### config.mk
export PLATFORM = sky130hd
export DESIGN_NAME = wbuf_loader
export DESIGN_NICKNAME = d
export VERILOG_FILES = /design/src/rtl/wbuf_pkg.sv /design/src/rtl/wbuf_store.sv /design/src/rtl/wbuf_ctrl.sv /design/src/rtl/wbuf_loader.sv
export SDC_FILE = /design/constraint.sdc
export NUM_CORES = 1
export LEC_CHECK = 0
export BUFFER_PORTS_ARGS = -buffer_cell sky130_fd_sc_hd__buf_2
export CAP_MARGIN = 0
export CORE_MARGIN = 10
export CORE_UTILIZATION = 40
export DETAILED_ROUTE_END_ITERATION = 8
export PLACE_DENSITY = 0.58
export SYNTH_ARGS = -nofsm -noshare
export SYNTH_HDL_FRONTEND = slang
export SYNTH_SLANG_ARGS = --single-unit
### constraint.sdc
create_clock -name clk -period 3 [get_ports clk]
set_input_delay 0 -clock clk [delete_from_list [all_inputs] [get_ports clk]]
set_output_delay 0 -clock clk [all_outputs]
set_load 0.02 [all_outputs]
### src/rtl/wbuf_pkg.sv
// Shared codes and state type for the buffered-program load sequencer.
// Assumes commands arrive on the low data byte in both bus modes.
package wbuf_pkg;
    localparam int          DW          = 16;
    localparam logic [7:0]  CMD_SETUP   = 8'hE8;
    localparam logic [7:0]  CMD_CONFIRM = 8'hD0;

    typedef enum logic [2:0] {
        S_IDLE, S_COUNT, S_LOAD, S_CONFIRM, S_BUSY, S_ABORT
    } seq_state_t;
endpackage

### src/rtl/wbuf_store.sv
// Buffer storage: DEPTH address/data entries, written one at a time and
// read combinationally for the program engine.
// Assumes DEPTH is a power of two so every rd_idx value addresses an entry.
module wbuf_store #(
    parameter int DEPTH = 32,
    parameter int AW    = 12,
    parameter int IW    = $clog2(DEPTH)
) (
    input  logic                   clk,
    input  logic                   we,
    input  logic [IW-1:0]          wr_idx,
    input  logic [AW-1:0]          wr_a,
    input  logic [wbuf_pkg::DW-1:0] wr_d,
    input  logic [IW-1:0]          rd_idx,
    output logic [AW-1:0]          rd_a,
    output logic [wbuf_pkg::DW-1:0] rd_d
);
    logic [AW-1:0]           addr_q [DEPTH];
    logic [wbuf_pkg::DW-1:0] data_q [DEPTH];

    for (genvar g = 0; g < DEPTH; g++) begin : g_entry
        // Capture one entry when its index is selected.
        always_ff @(posedge clk) begin
            if (we && wr_idx == IW'(g)) begin
                addr_q[g] <= wr_a;
                data_q[g] <= wr_d;
            end
        end
    end

    assign rd_a = addr_q[rd_idx];
    assign rd_d = data_q[rd_idx];
endmodule

### src/rtl/wbuf_ctrl.sv
// Sequencer FSM: setup, count, data capture, confirm, busy and abort.
// Assumes wr_en is a single-cycle strobe and byte_mode is stable during
// a sequence.
module wbuf_ctrl
    import wbuf_pkg::*;
#(
    parameter int DEPTH    = 32,
    parameter int AW       = 12,
    parameter int BLK_BITS = 6,
    parameter int IW       = $clog2(DEPTH)
) (
    input  logic                clk,
    input  logic                rst_n,
    input  logic                byte_mode,
    input  logic                wr_en,
    input  logic [AW-1:0]       wr_addr,
    input  logic [DW-1:0]       wr_data,
    input  logic                pe_done,
    output logic                st_we,
    output logic [IW-1:0]       st_idx,
    output logic [DW-1:0]       st_data,
    output logic                buf_free,
    output logic                abort_pulse,
    output logic                prog_fail,
    output logic [IW:0]         fill_count,
    output logic                pe_start,
    output logic [IW-1:0]       pe_len,
    output logic [AW-BLK_BITS-1:0] pe_block,
    output logic                done_pulse
);
    localparam int BW = AW - BLK_BITS;
    localparam logic [DW-1:0] BYTE_MAX = DW'(DEPTH - 1);
    localparam logic [DW-1:0] WORD_MAX = DW'(DEPTH / 2 - 1);

    seq_state_t    state;
    logic [BW-1:0] blk_q;
    logic [IW-1:0] cnt_q;
    logic [IW:0]   fill_q;
    logic          fail_q, start_q, done_q;

    logic [BW-1:0] wr_blk;
    logic          in_blk;
    logic [DW-1:0] n_val;
    logic          n_bad;
    logic [7:0]    code;

    // Decode the incoming write: block bits, count value and range.
    always_comb begin
        wr_blk = wr_addr[AW-1:BLK_BITS];
        in_blk = (wr_blk == blk_q);
        n_val  = byte_mode ? {8'h00, wr_data[7:0]} : wr_data;
        n_bad  = n_val > (byte_mode ? BYTE_MAX : WORD_MAX);
        code   = wr_data[7:0];
    end

    // Sequence state, latched setup fields and registered status pulses.
    always_ff @(posedge clk) begin
        if (!rst_n) begin
            state   <= S_IDLE;
            blk_q   <= '0;
            cnt_q   <= '0;
            fill_q  <= '0;
            fail_q  <= 1'b0;
            start_q <= 1'b0;
            done_q  <= 1'b0;
        end else begin
            start_q <= 1'b0;
            done_q  <= 1'b0;
            unique case (state)
                S_IDLE: if (wr_en && code == CMD_SETUP) begin
                    state  <= S_COUNT;
                    blk_q  <= wr_blk;
                    fail_q <= 1'b0;
                    fill_q <= '0;
                end
                S_COUNT: if (wr_en) begin
                    if (!in_blk || n_bad) begin
                        state  <= S_ABORT;
                        fail_q <= 1'b1;
                    end else begin
                        cnt_q <= n_val[IW-1:0];
                        state <= S_LOAD;
                    end
                end
                S_LOAD: if (wr_en) begin
                    if (!in_blk) begin
                        state  <= S_ABORT;
                        fail_q <= 1'b1;
                        fill_q <= '0;
                    end else begin
                        fill_q <= fill_q + 1'b1;
                        if (fill_q[IW-1:0] == cnt_q) state <= S_CONFIRM;
                    end
                end
                S_CONFIRM: if (wr_en) begin
                    if (code == CMD_CONFIRM) begin
                        state   <= S_BUSY;
                        start_q <= 1'b1;
                    end else begin
                        state  <= S_ABORT;
                        fill_q <= '0;
                    end
                end
                S_BUSY: if (pe_done) begin
                    state  <= S_IDLE;
                    done_q <= 1'b1;
                end
                S_ABORT: state <= S_IDLE;
                default: state <= S_IDLE;
            endcase
        end
    end

    // Store port and registered outputs.
    always_comb begin
        st_we       = (state == S_LOAD) && wr_en && in_blk;
        st_idx      = fill_q[IW-1:0];
        st_data     = byte_mode ? {8'h00, wr_data[7:0]} : wr_data;
        buf_free    = (state != S_BUSY);
        abort_pulse = (state == S_ABORT);
        prog_fail   = fail_q;
        fill_count  = fill_q;
        pe_start    = start_q;
        pe_len      = cnt_q;
        pe_block    = blk_q;
        done_pulse  = done_q;
    end
endmodule

### src/rtl/wbuf_loader.sv
// Top of the buffered-program load sequencer: control FSM plus buffer store.
// Assumes the program engine reads entries 0..pe_len through rd_idx
// while buf_free is low.
module wbuf_loader #(
    parameter int DEPTH    = 32,
    parameter int AW       = 12,
    parameter int BLK_BITS = 6
) (
    input  logic                    clk,
    input  logic                    rst_n,
    input  logic                    byte_mode,
    input  logic                    wr_en,
    input  logic [AW-1:0]           wr_addr,
    input  logic [15:0]             wr_data,
    input  logic                    pe_done,
    input  logic [$clog2(DEPTH)-1:0] rd_idx,
    output logic                    buf_free,
    output logic                    abort_pulse,
    output logic                    prog_fail,
    output logic [$clog2(DEPTH):0]  fill_count,
    output logic                    pe_start,
    output logic [$clog2(DEPTH)-1:0] pe_len,
    output logic [AW-BLK_BITS-1:0]  pe_block,
    output logic [AW-1:0]           rd_addr,
    output logic [15:0]             rd_data,
    output logic                    done_pulse
);
    localparam int IW = $clog2(DEPTH);

    logic          st_we;
    logic [IW-1:0] st_idx;
    logic [15:0]   st_data;

    wbuf_ctrl #(.DEPTH(DEPTH), .AW(AW), .BLK_BITS(BLK_BITS), .IW(IW)) u_ctrl (
        .clk(clk), .rst_n(rst_n), .byte_mode(byte_mode), .wr_en(wr_en),
        .wr_addr(wr_addr), .wr_data(wr_data), .pe_done(pe_done),
        .st_we(st_we), .st_idx(st_idx), .st_data(st_data),
        .buf_free(buf_free), .abort_pulse(abort_pulse), .prog_fail(prog_fail),
        .fill_count(fill_count), .pe_start(pe_start), .pe_len(pe_len),
        .pe_block(pe_block), .done_pulse(done_pulse)
    );

    wbuf_store #(.DEPTH(DEPTH), .AW(AW), .IW(IW)) u_store (
        .clk(clk), .we(st_we), .wr_idx(st_idx), .wr_a(wr_addr), .wr_d(st_data),
        .rd_idx(rd_idx), .rd_a(rd_addr), .rd_d(rd_data)
    );
endmodule

==> run_results.csv, run 1 <==
group,metric,value,unit
outcome,status,"finished clean",
sta,worst_pin_slew,0.948,ns
grt,grt_pass1_wl,124000,µm
critical_path,worst_ep_arrival_time,3.12,ns
sta,clock.fmax,0.358,GHz
yosys,synth_area_per_cell,22.4,µm²
critical_path,cpMaxStageDelayCell,"nand4_1",
floorplan,row_count,109,
critical_path,cp_top_family,"simple AND/OR/NAND/NOR gates",
yosys,synth_async_sr_flop_share,0,%
yosys,synth.most_common_cell,"edfxtp_1",
worst_hold_path,min_from,"wr_en",
critical_path,critPathMaxStageDelay,0.44,ns
critical_path,worstPathCellList,"xnor2_1 > nand4_1 > nor4_2 > buf_4 > nand4_1 > nor2_4 > buf_4",
cts,clkLatencyLatePin,0.64,ns
route,drtIter0Drc,1941,
power,vdd_drop_max,478,µV
placed_design,placed_cell_area,0.0387,mm²
critical_path,cp-start-kind,"flip-flop",
cts,cts.reportedPaths.clkPinSlew,0.06,ns
sta,fin_tns_setup,0,ns
power,powerDensity,642,mW/mm²
yosys,synth_edf_count,896,
floorplan,dieWidth,318,µm
route,dr.pass1.iters,5,
yosys,syn_inst,1590,
route,drc,0,
worst_hold_path,whs_endpoint,"u_ctrl.pe_start",
floorplan,initial_utilization,40.3,%
sta,min_period,2.80,ns
grt,grt_pass1_vias,17600,
cts,cts_buffers,92,
placed_design,dp_hpwl,53900,µm
yosys,synth-seq-cells,919,
sta,finalClockSkew,0.0211,ns
critical_path,reg2reg_to,"u_store.data_q[26][7]",
power,power.total,27000,µW
critical_path,required,3.32,ns
placed_design,place_ws,0.162,ns
route,ant_nets,0,
yosys,synthFlopType,"edfxtp_1",
finish,fin_nets,1874,
power,p_leak,0.0136,µW
floorplan,coreArea,0.0882,mm²
cts,cts_tree,"done",
yosys,synth_seq_area_share,77.0,%
critical_path,r2r_slack,0.20,ns
placed_design,gp_congestion,0.811,
finish,drive_gt1_share,32.0,%
worst_hold_path,hold_depth,3,
critical_path,criticalPathCategory,"reg -> reg",
floorplan,fp.dieArea,0.101,mm²
critical_path,rr_startpoint,"u_ctrl.pe_block[5]",
sta,fin_crit_sh,93.2,%
worst_hold_path,hp-class,"in -> reg",
yosys,synth_area_leaders,"edfxtp_1 76%, mux4_2 14%, mux2i_1 3.4%, dfxtp_1 1.3%, a221oi_1 0.69%",
sta,setup_ws,0.203,ns
grt,grt_usage,16.5,%
sta,setup_viol,0,
grt,antenna_found_initial,1,
cts,cts_sinks,919,
yosys,ys_warn_count,0,
yosys,yosys.cell_types.count,47,
critical_path,rr_worst_depth,7,
route,post_drt_wl_per_cell,27.8,µm
yosys,synth.largest_area_cell,"edfxtp_1",
grt,grt_max_degree,46,
critical_path,critPathBufInv,2,
sta,slew_violations,0,
cts,cts-htree-levels,3,
critical_path,cp-end-kind,"flip-flop",
sta,rsz0062_at_grt,"no",
finish,syn2layout_area_growth,18.1,%
route,routed_via_density,5.60,
route,vias,17200,
sta,worst_slew_margin_rel,36.8,%
floorplan,die_h,318,µm
cts,ctsRootBufferMaster,"clkbuf_16",
sta,finalHoldViolations,0,
yosys,yosysTopAreaCellShare,75.7,%
cts,cts_max_path_buffers,3,
finish,final_area,0.0420,mm²
route,drt-total-wl,85200,µm
yosys,synth.cell_area,0.0355,mm²
grt,grt-ovfl-total,0,
placed_design,port_buffers,87,
critical_path,cp_max_fo,18,
cts,cts-resized-gates,0,
run,max-cap-violations,0,
yosys,syn-num-nets,1635,
floorplan,pin_count,88,
yosys,ys_top_cells_by_count,"896 x edfxtp_1, 224 x mux4_2, 120 x mux2i_1",
-- tightest hold or removal path, stage by stage --
cell      delay (ns)
buf_2           0.23
nand2b_1        0.28
nor3_1          0.11
-- routing by layer --
metal / part of all wire, % / routed length, µm / GRT usage (%)
met5: 0 / 0 / 0
met1: 44 / 37500 / 23.8
met2: 47 / 40300 / 25.8
met4: 1.6 / 1320 / 3.50
met3: 7.2 / 6110 / 3.36
-- power breakdown --
part | switching, µW | internal [µW] | leakage [µW]
sequential | 14.7 | 14100 | 0.00826
combinational | 903 | 576 | 0.00388
clock | 4780 | 6590 | 0.00146
-- registers in the layout, summed over array words and instances, names as in the netlist --
signal	flops
u_ctrl.fill_count	6
u_ctrl.pe_len	5
u_ctrl.prog_fail	1
u_ctrl.done_pulse	1
u_ctrl.state	3
u_store.data_q	512
u_ctrl.pe_start	1
u_ctrl.pe_block	6
u_store.addr_q	384
-- metrics by stage --
stage	util, %	hold slack, ns	cells
detailed placement	43.9	0.260	2873
CTS	47.5	0.00117	3068
global route	47.6	0.0488	3070
floorplan	-	0.0989	1590
global placement	43.9	0.250	2873
finish	47.6	0.0470	3071
-- what timing repair did --
action	4_1_cts	5_1_grt
hold buffers	25	0
hold endpoints to repair	671	0
endpoints found under the setup margin	0	25
setup buffers	0	2
-- layout make-up --
type	count	area, µm²
clock buffers	110	2440
flip-flops and latches	919	27400
inverters	9	33.8
multi-input cells	579	8080
repair buffers	228	2030
clock inverters	60	552
fillers	7166	46300
well taps	1165	1460
diodes	1	2.50
-- cell usage in the layout, fill, tap and decap left out, types with 7 or more instances in the layout --
master,count
a21oi_1,7
a221oi_1,28
a22o_1,28
buf_12,36
buf_2,84
buf_4,80
bufinv_16,9
clkbuf_1,14
clkbuf_16,95
clkinv_1,23
clkinv_2,17
dfxtp_1,23
dlygate4sd3_1,25
edfxtp_1,896
ha_1,7
inv_1,8
mux2i_1,120
mux4_2,224
nand2_1,15
nand3_1,17
nand4_1,10
nor2_1,11
nor2_4,31
o21ai_0,13
-- logic make-up (layout without fill, tap and decap cells) --
group                      after synthesis  count (layout)  synth area share (%)
muxes                                  344             344                  17.6
AOI/OAI and AO/OA                       90              90                  2.00
DFF                                    919             919                  77.0
buffers and inverters                   92             407                  1.08
adders and majority gates                7               7                 0.246
other                                    0               1                     0
and+or+nand+nor                        127             127                  1.83
xor gates and xnor gates                11              11                 0.271
-- how the worst max path moves through the flow --
stage	startpoint	endpoint	slack, ns	depth (start not counted)
after detailed placement	u_ctrl.pe_block[5]	u_store.data_q[24][11]	0.16	7
after global placement	u_ctrl.pe_block[1]	u_store.data_q[25][7]	0.31	7
after global routing	u_ctrl.pe_block[5]	u_store.data_q[26][7]	0.03	7
after floorplan	u_ctrl.pe_block[2]	u_store.addr_q[23][0]	-0.43	6
final	u_ctrl.pe_block[5]	u_store.data_q[26][7]	0.20	7
after CTS	u_ctrl.pe_block[5]	u_store.addr_q[24][10]	0.14	7
Note: power is estimated with default switching activity, not from simulation.
==> inputs of run 2 (changes only) <==
Settings changed: CORE_MARGIN 10 to 2.
==> run_results.csv, run 2 (synthesis gave the netlist of run 1 again) <==
group,metric,value,unit
sta,min_period,2.69,ns
cts,cts-htree-levels,3,
finish,largest_reg_flops,512,
placed_design,gp_congestion,0.786,
cts,cts.reportedPaths.clkPinSlew,0.06,ns
route,post_drt_wl_per_cell,27.1,µm
placed_design,port_buffers,87,
critical_path,critPathMaxStageDelay,0.38,ns
critical_path,criticalPathCategory,"reg -> reg",
run,max-cap-violations,0,
power,vdd_drop_max,436,µV
critical_path,cp_max_fo,21,
floorplan,fp.dieArea,0.0913,mm²
route,ant_nets,0,
cts,clkLatencyLatePin,0.64,ns
finish,biggestRegsByFlops,"u_store.data_q x512, u_store.addr_q x384",
worst_hold_path,hp-class,"in -> reg",
finish,layout_commonest_cell,"edfxtp_1",
cts,cts_sinks,919,
route,dr.pass1.iters,5,
cts,cts_max_path_buffers,3,
finish,n_fill_cell,7166,
route,drc,0,
cts,cts_tree,"done",
finish,syn2layout_area_growth,17.7,%
placed_design,dp_hpwl,51000,µm
finish,final_area,0.0418,mm²
power,p_leak,0.0135,µW
grt,grt_pass1_vias,17300,
finish,diodes,0,
route,drtIter0Drc,1873,
route,routed_via_density,5.59,
sta,fin_crit_sh,89.8,%
grt,grt_pass1_wl,121000,µm
placed_design,place_ws,0.315,ns
cts,cts_buffers,91,
critical_path,cp-end-kind,"flip-flop",
sta,rsz0062_at_grt,"no",
floorplan,dieWidth,302,µm
sta,setup_ws,0.305,ns
finish,drive_gt1_share,31.2,%
critical_path,worst_ep_arrival_time,3.02,ns
sta,slew_violations,0,
critical_path,cpMaxStageDelayCell,"nor2_4",
grt,grt_max_degree,46,
finish,regMostFlops,"u_store.data_q",
cts,ctsRootBufferMaster,"clkbuf_16",
floorplan,die_h,302,µm
sta,fin_tns_setup,0,ns
critical_path,worstPathCellList,"xnor2_1 > nand4_1 > nor4_2 > buf_4 > nand4_1 > nor2_4 > buf_12",
grt,grt-ovfl-total,0,
finish,fin_nets,1854,
grt,antenna_found_initial,0,
route,vias,17000,
worst_hold_path,min_from,"byte_mode",
finish,layoutNonFillerInstCount,3044,
route,drt-total-wl,82600,µm
floorplan,initial_utilization,40.3,%
critical_path,cp-startpoint,"u_ctrl.pe_block[1]",
critical_path,crit_top_cell,"nand4_1",
cts,cts-resized-gates,0,
critical_path,required,3.33,ns
floorplan,pin_count,88,
finish,final_cell_mix,"896 x edfxtp_1, 224 x mux4_2, 120 x mux2i_1, 95 x clkbuf_16, 84 x buf_2",
outcome,status,"finished clean",
placed_design,placed_cell_area,0.0386,mm²
critical_path,rr_startpoint,"u_ctrl.pe_block[1]",
placed_design,place_inst,2855,
sta,finalHoldViolations,0,
critical_path,cp-start-kind,"flip-flop",
floorplan,coreArea,0.0882,mm²
power,powerDensity,643,mW/mm²
sta,setup_viol,0,
grt,grt_usage,18.4,%
sta,worst_pin_slew,0.933,ns
sta,whs,0.0401,ns
sta,clock.fmax,0.371,GHz
cts,cts_setup_buffers,0,
floorplan,row_count,109,
sta,worst_slew_margin_rel,37.7,%
sta,finalClockSkew,0.0206,ns
[run 2: worst paths after layout]
check | end | slack [ns] | depth (start not counted)
worst max-delay path | u_store.data_q[11][9] | 0.31 | 7
worst min-delay path | u_store.data_q[0][12] | 0.04 | 2
worst max register to register | u_store.data_q[11][9] | 0.31 | 7
worst min register to register | u_ctrl.fill_count[5] | 0.53 | 2
[run 2: power by group]
| part | switching, µW | total (µW) | internal (µW) |
|---|---|---|---|
| logic | 882 | 1440 | 558 |
| registers | 14.6 | 14100 | 14100 |
| clock network | 4700 | 11300 | 6640 |
| total | 5600 | 26900 | 21300 |
[run 2: worst max-delay path, delay by kind of cell (launching register included)]
| kind | cells | cell delay (ns) |
|---|---|---|
| xor+xnor | 1 | 0.13 |
| buf+inv | 2 | 0.53 |
| simple gates | 4 | 1.33 |
| flops | 1 | 0.37 |
[run 2: cell type report]
cell class / count / area (µm²) / area share (%)
Multi-Input combinational cell: 579 / 8080 / 19.3
Timing Repair Buffer: 209 / 1930 / 4.62
Sequential cell: 919 / 27400 / 65.4
Inverter: 9 / 33.8 / 0.0808
Clock buffer: 111 / 2450 / 5.85
Clock inverter: 52 / 509 / 1.22
Tap cell: 1165 / 1460 / 3.49
[run 2: timing repair]
| item | CTS | global route |
|---|---|---|
| hold buffers | 26 | 0 |
| endpoints found under the hold margin | 675 | 0 |
| endpoints found under the setup margin | 0 | 0 |
[run 2: metrics by stage]
stage	total power, µW	utilization (%)
after floorplan	15200	-
after global placement	15800	43.7
after detailed placement	15800	43.7
after CTS	27100	47.4
after global routing	27700	47.4
final	26900	47.4
[run 2: per-layer routing]
metal	up-vias	wire length, µm	track usage, %
li1	7207	-	-
met1	9085	37200	28.4
met2	619	38400	27.8
met3	101	5640	2.68
met4	0	1340	4.16
met5	-	0	0
